### src/rtl/frx_pkg.sv
package frx_pkg;

  typedef struct packed {
    logic load;   // capture words and begin a ramp
    logic jump;   // bypass: go straight to the target
    logic step;   // advance one step toward the target
  } rampStb_t;

  typedef enum logic [1:0] {
    BW_RAMPED   = 2'b00,
    BW_FAST     = 2'b01,
    BW_HOLDEXIT = 2'b10,
    BW_NORMAL   = 2'b11
  } exitBw_e;

  function automatic exitBw_e decodeBw(input logic [1:0] sel);
    case (sel)
      2'b00:   return BW_FAST;
      2'b01:   return BW_HOLDEXIT;
      default: return BW_NORMAL;
    endcase
  endfunction

endpackage

### src/rtl/frx_datapath.sv
module frx_datapath
  import frx_pkg::*;
#(
  parameter int FREQ_W = 24,
  parameter int CODE_W = 3
) (
  input  logic              clk,
  input  logic              rstN,
  input  rampStb_t          stb,
  input  logic [FREQ_W-1:0] holdFreq,
  input  logic [FREQ_W-1:0] targetFreq,
  input  logic [CODE_W-1:0] stepCode,
  input  logic [1:0]        bwSel,
  output logic              zeroDiff,
  output logic              lastStep,
  output logic [FREQ_W-1:0] freqOut,
  output logic [1:0]        exitBw
);
  localparam int CNT_W = FREQ_W + 1;
  localparam int SH_W  = CODE_W + 1;

  logic [FREQ_W-1:0] diffMag;
  logic [SH_W-1:0]   shiftIn;
  logic [CNT_W-1:0]  magIn;
  logic [CNT_W-1:0]  stepsIn;

  logic [FREQ_W-1:0] freqReg;
  logic [FREQ_W-1:0] targetReg;
  logic [FREQ_W-1:0] magReg;
  logic              upReg;
  logic [CNT_W-1:0]  remain;
  exitBw_e           bwReg;

  // Measure the gap and derive the step count before the ramp starts.
  always_comb begin
    diffMag = (targetFreq >= holdFreq) ? (targetFreq - holdFreq) : (holdFreq - targetFreq);
    shiftIn = {stepCode, 1'b0};
    magIn   = CNT_W'(1) << shiftIn;
    stepsIn = ({1'b0, diffMag} + magIn - CNT_W'(1)) >> shiftIn;
  end

  assign zeroDiff = (diffMag == '0);
  assign lastStep = (remain == CNT_W'(1));

  always_ff @(posedge clk) begin
    if (!rstN) begin
      freqReg   <= '0;
      targetReg <= '0;
      magReg    <= '0;
      upReg     <= 1'b0;
      remain    <= '0;
      bwReg     <= BW_RAMPED;
    end else if (stb.jump) begin
      freqReg <= targetFreq;
      remain  <= '0;
      bwReg   <= decodeBw(bwSel);
    end else if (stb.load) begin
      freqReg   <= holdFreq;
      targetReg <= targetFreq;
      upReg     <= (targetFreq >= holdFreq);
      magReg    <= magIn[FREQ_W-1:0];
      remain    <= stepsIn;
      bwReg     <= BW_RAMPED;
    end else if (stb.step) begin
      remain <= remain - CNT_W'(1);
      if (lastStep)   freqReg <= targetReg;
      else if (upReg) freqReg <= freqReg + magReg;
      else            freqReg <= freqReg - magReg;
    end
  end

  assign freqOut = freqReg;
  assign exitBw  = bwReg;

endmodule

### src/rtl/frx_ctrl.sv
module frx_ctrl
  import frx_pkg::*;
#(
  parameter int CODE_W = 3
) (
  input  logic              clk,
  input  logic              rstN,
  input  logic              startStb,
  input  logic              bypass,
  input  logic [CODE_W-1:0] tickCode,
  input  logic              zeroDiff,
  input  logic              lastStep,
  output rampStb_t          stb,
  output logic              busy,
  output logic              done
);
  localparam int TICK_W = 1 << CODE_W;

  typedef enum logic {ST_IDLE, ST_RAMP} state_e;

  state_e            state;
  logic [TICK_W-1:0] tickCnt;
  logic [TICK_W-1:0] tickReload;
  logic [TICK_W-1:0] reloadIn;
  logic              accept;

  always_comb begin
    accept   = startStb && (state == ST_IDLE);
    reloadIn = (TICK_W'(1) << tickCode) - TICK_W'(1);
    stb.jump = accept && bypass;
    stb.load = accept && !bypass;
    stb.step = (state == ST_RAMP) && (tickCnt == '0);
  end

  always_ff @(posedge clk) begin
    if (!rstN) begin
      state      <= ST_IDLE;
      tickCnt    <= '0;
      tickReload <= '0;
      done       <= 1'b0;
    end else if (accept) begin
      if (bypass || zeroDiff) begin
        done <= 1'b1;
      end else begin
        state      <= ST_RAMP;
        done       <= 1'b0;
        tickReload <= reloadIn;
        tickCnt    <= reloadIn;
      end
    end else if (state == ST_RAMP) begin
      if (tickCnt == '0) begin
        tickCnt <= tickReload;
        if (lastStep) begin
          state <= ST_IDLE;
          done  <= 1'b1;
        end
      end else begin
        tickCnt <= tickCnt - TICK_W'(1);
      end
    end
  end

  assign busy = (state == ST_RAMP);

endmodule

### src/rtl/freq_exit_ramp.sv
module freq_exit_ramp
  import frx_pkg::*;
#(
  parameter int FREQ_W = 24,
  parameter int CODE_W = 3
) (
  input  logic              clk,
  input  logic              rstN,
  input  logic              startStb,
  input  logic [FREQ_W-1:0] holdFreq,
  input  logic [FREQ_W-1:0] targetFreq,
  input  logic [CODE_W-1:0] stepCode,
  input  logic [CODE_W-1:0] tickCode,
  input  logic              bypass,
  input  logic [1:0]        bwSel,
  output logic              busy,
  output logic              done,
  output logic [FREQ_W-1:0] freqOut,
  output logic [1:0]        exitBw
);
  rampStb_t stb;
  logic     zeroDiff;
  logic     lastStep;

  frx_ctrl #(.CODE_W(CODE_W)) u_ctrl (
    .clk(clk), .rstN(rstN), .startStb(startStb), .bypass(bypass),
    .tickCode(tickCode), .zeroDiff(zeroDiff), .lastStep(lastStep),
    .stb(stb), .busy(busy), .done(done)
  );

  frx_datapath #(.FREQ_W(FREQ_W), .CODE_W(CODE_W)) u_dp (
    .clk(clk), .rstN(rstN), .stb(stb), .holdFreq(holdFreq),
    .targetFreq(targetFreq), .stepCode(stepCode), .bwSel(bwSel),
    .zeroDiff(zeroDiff), .lastStep(lastStep), .freqOut(freqOut), .exitBw(exitBw)
  );

endmodule

### config.mk
export PLATFORM = sky130hd
export DESIGN_NAME = freq_exit_ramp
export DESIGN_NICKNAME = d
export VERILOG_FILES = /design/src/rtl/frx_pkg.sv /design/src/rtl/frx_datapath.sv /design/src/rtl/frx_ctrl.sv /design/src/rtl/freq_exit_ramp.sv
export SDC_FILE = /design/constraint.sdc
export NUM_CORES = 1
export LEC_CHECK = 0
export BUFFER_PORTS_ARGS = -buffer_cell sky130_fd_sc_hd__buf_4
export CORE_MARGIN = 5
export CORE_UTILIZATION = 30
export CTS_CLUSTER_DIAMETER = 150
export CTS_CLUSTER_SIZE = 8
export DETAILED_ROUTE_END_ITERATION = 7
export PLACE_DENSITY = 0.52
export SYNTH_ARGS = -nofsm -noshare
export SYNTH_HDL_FRONTEND = slang
export SYNTH_SLANG_ARGS = --single-unit
export TNS_END_PERCENT = 1
### constraint.sdc
create_clock -name clk -period 13.67 [get_ports clk]
set_clock_uncertainty 0.15 [all_clocks]
set_input_delay 0 -clock clk [delete_from_list [all_inputs] [get_ports clk]]
set_output_delay 0 -clock clk [all_outputs]
set_load 0.1 [all_outputs]
==> reports/metrics.csv <==
stage,metric,value,unit
routing,wl_per_cell,18.6,µm
floorplanning,die-area,0.0412,mm²
logic_synthesis,synth.avg_cell_area,7.14,µm²
logic_synthesis,synth_warnings,0,
routing,vias,11500,
timing,whs,-0.000465,ns
placed_design,portBuffers,87,
clocking,cts_tree,built,
logic_synthesis,synth_cell_types,90,
floorplanning,io_pins,88,
logic_synthesis,synthTopCellsByCount,"nand2_1 (206), a21oi_1 (152), nor2_1 (147)",
routing,initialDrtViolationCount,883,
global_route,grt_use_total,18.5,%
timing,hold_violations,1,
timing,slew_viol_final,0,
min_path,hp-class,input pin to register,
global_route,grt_pass1_vias,10900,
routing,first_pass_iters,5,
global_route,overflow,0,
floorplanning,coreArea,0.0367,mm²
logic_synthesis,synthCells,1563,
clocking,insertion_delay,0.37,ns
flow_run,cap_viol_max_count,0,
placed_design,dp.cells,2044,
clocking,root_buffer,clkbuf_16,
finish,syn_to_final_growth,15.9,%
finish,fin_cells,2108,
floorplanning,chipWidth,203,µm
routing,drtAntennaViolNets,0,
timing,relSlewSlack,25.8,%
timing,fmax,141,MHz
timing,min_period_over_period,51.9,%
floorplanning,rows,70,
routing,vias_per_cell,5.46,
clocking,htreeDepth,3,
logic_synthesis,synth_top_flop_cell,dfxtp_1,
logic_synthesis,ys_seq_elements,102,
finish,fill_cells,3923,
clocking,path_clk_slew,0.08,ns
global_route,grt_max_degree,67,
logic_synthesis,yosysMostFrequentCell,nand2_1,
logic_synthesis,syn_nets,1736,
power,power.total,1710,µW
critical_path,criticalPathCategory,input pin to register,
logic_synthesis,yosysSeqAreaShare,18.3,%
logic_synthesis,synth_edf_count,0,
finish,utilization,35.3,%
logic_synthesis,async_reset_ff_share,0,%
timing,fin_tns_setup,0,ns
clocking,postCtsSetupRepairBufs,0,
finish,antenna_cells,0,
logic_synthesis,yosys-top-cells-area,"dfxtp_1 (18%), ha_1 (12%), nand2_1 (6.9%)",
floorplanning,die_y,203,µm
timing,fin_crit,7.10,ns
finish,nets,1808,
critical_path,slowest_delay,0.75,ns
placed_design,hpwl,29800,µm
clocking,cts_resized,0,
status,status,"complete, but fails checks",
timing,rsz0062_at_grt,false,
clocking,cts_buffers,9,
timing,setup_viol,0,
critical_path,crit_fanout,20,
power,leakage,0.00585,µW
critical_path,cp_common_cell,a21oi_1,
finish,fin_area,0.0129,mm²
critical_path,cp_slowest_cell,nand2_1,
critical_path,worstPathRequired,13.75,ns
critical_path,cpLargestDelayFamily,simple AND/OR/NAND/NOR gates,
placed_design,place_area,0.0122,mm²
logic_synthesis,synth_top_area_share,18.3,%
critical_path,path_buf_inv,4,
clocking,hold_buffers,48,
logic_synthesis,post-synth-top-area-cell,dfxtp_1,
power,powerDensity,132,mW/mm²
floorplanning,initial_utilization,30.4,%
timing,worstMarginPinSlew,1.11,ns
critical_path,cp-start-kind,input pin,
critical_path,cp.arrival,7.17,ns
routing,drc_errors,0,
clocking,clockBufferDepth,2,
placed_design,place.gp.congestion,0.919,
power,vdd_drop_max,0.0600,mV
status,violations,hold timing,
clocking,cts_sinks,102,
routing,wirelength,39200,µm
global_route,grt_pass1_wl,61300,µm
global_route,antenna_found_initial,0,
logic_synthesis,netlist_area,0.0112,mm²
finish,layout-drive-gt1-share,9.51,%
critical_path,endpoint_kind,register,
## sequential cells by signal, summed over array words and instances, names as in the netlist
name / flops
u_ctrl.tickReload: 8
u_dp.magReg: 8
u_dp.freqOut: 24
u_dp.upReg: 1
u_dp.exitBw: 2
u_dp.remain: 25
u_ctrl.busy: 1
u_ctrl.done: 1
u_dp.targetReg: 24
u_ctrl.tickCnt: 8
## where the power goes
part / internal (µW) / leakage [µW] / total [µW] / switching, µW
clock network: 130 / 0.000147 / 275 / 144
logic: 413 / 0.00487 / 1090 / 676
registers: 322 / 0.000836 / 348 / 26.2
total: 865 / 0.00585 / 1710 / 847
## tightest hold or removal path: stages
cell and delay [ns]:
buf_4 0.12, inv_1 0.07, o211ai_1 0.14, o21ai_0 0.11, nor2_1 0.05
## kinds of logic (layout without fill, tap and decap cells)
family                   Yosys count  after routing  share of synthesized area (%)
AO/OA/AOI/OAI                    485            485                           28.7
XOR/XNOR                          89             89                           7.23
adder cells (fa/ha/maj)          115            115                           13.1
buffers and inverters            210            287                           7.33
flip-flops                       102            102                           18.3
multiplexers                      39             39                           4.15
AND/OR/NAND/NOR                  523            523                           21.2
## path summary, 6_finish.rpt
check / slack [ns] / startpoint / depth (start not counted) / end
max reg2reg: 8.79 / u_dp.magReg[0] / 18 / u_dp.freqOut[22]
min: -0.0005 / holdFreq[7] / 5 / u_dp.freqOut[7]
max: 6.57 / targetFreq[21] / 26 / u_ctrl.tickReload[5]
min reg2reg: 0.31 / u_ctrl.tickReload[3] / 2 / u_ctrl.tickReload[3]
## per-stage QoR
| stage | hold slack [ns] | setup WS [ns] |
|---|---|---|
| global placement | 0.130 | 6.95 |
| finish | -0.000465 | 6.57 |
| detailed placement | 0.133 | 6.93 |
| floorplan | -0.0140 | 8.30 |
| global route | 0.0454 | 6.25 |
| CTS | 0.00502 | 6.72 |
## layout by cell type (no fill, tap or decap), types with 5 or more instances in the layout
| master | n |
|---|---|
| o21bai_1 | 7 |
| or3_1 | 12 |
| nand3_1 | 29 |
| a211o_1 | 8 |
| dlygate4sd3_1 | 48 |
| o31ai_1 | 8 |
| a31oi_1 | 15 |
| o211a_1 | 6 |
| nor2_1 | 144 |
| o22ai_1 | 8 |
| nand4_1 | 12 |
| inv_1 | 125 |
| mux4_2 | 5 |
| o21ai_0 | 82 |
| nor2b_1 | 11 |
| nand2_1 | 206 |
| xor2_1 | 38 |
| a211oi_1 | 31 |
| o21a_1 | 11 |
| mux2i_1 | 26 |
| nand2b_1 | 19 |
| xnor2_1 | 49 |
| nor4_1 | 10 |
| ha_1 | 109 |
| mux2_2 | 8 |
| a21o_1 | 40 |
| a2111oi_0 | 5 |
| o211ai_1 | 45 |
| clkbuf_16 | 9 |
| dfxtp_1 | 102 |
| buf_4 | 96 |
| a21oi_1 | 152 |
| nor3_1 | 33 |
| and3_1 | 16 |
## final cells by class
class	instances	area (µm²)	area share, %
clock buffers	9	225	1.74
clock inverters	7	76.3	0.590
inverters	127	477	3.68
multi-input cells	1251	8340	64.4
flip-flops and latches	102	2040	15.8
well taps	468	586	4.52
repair buffers	144	1200	9.28
## routing by layer
layer | wire [µm] | GRT usage (%) | vias to the layer above
li1 | - | - | 5700
met1 | 18500 | 26.0 | 5415
met2 | 17800 | 30.2 | 351
met3 | 2260 | 2.62 | 38
met4 | 649 | 3.64 | 0
met5 | 0 | 0 | -
Power figures use the tool's default switching activity.
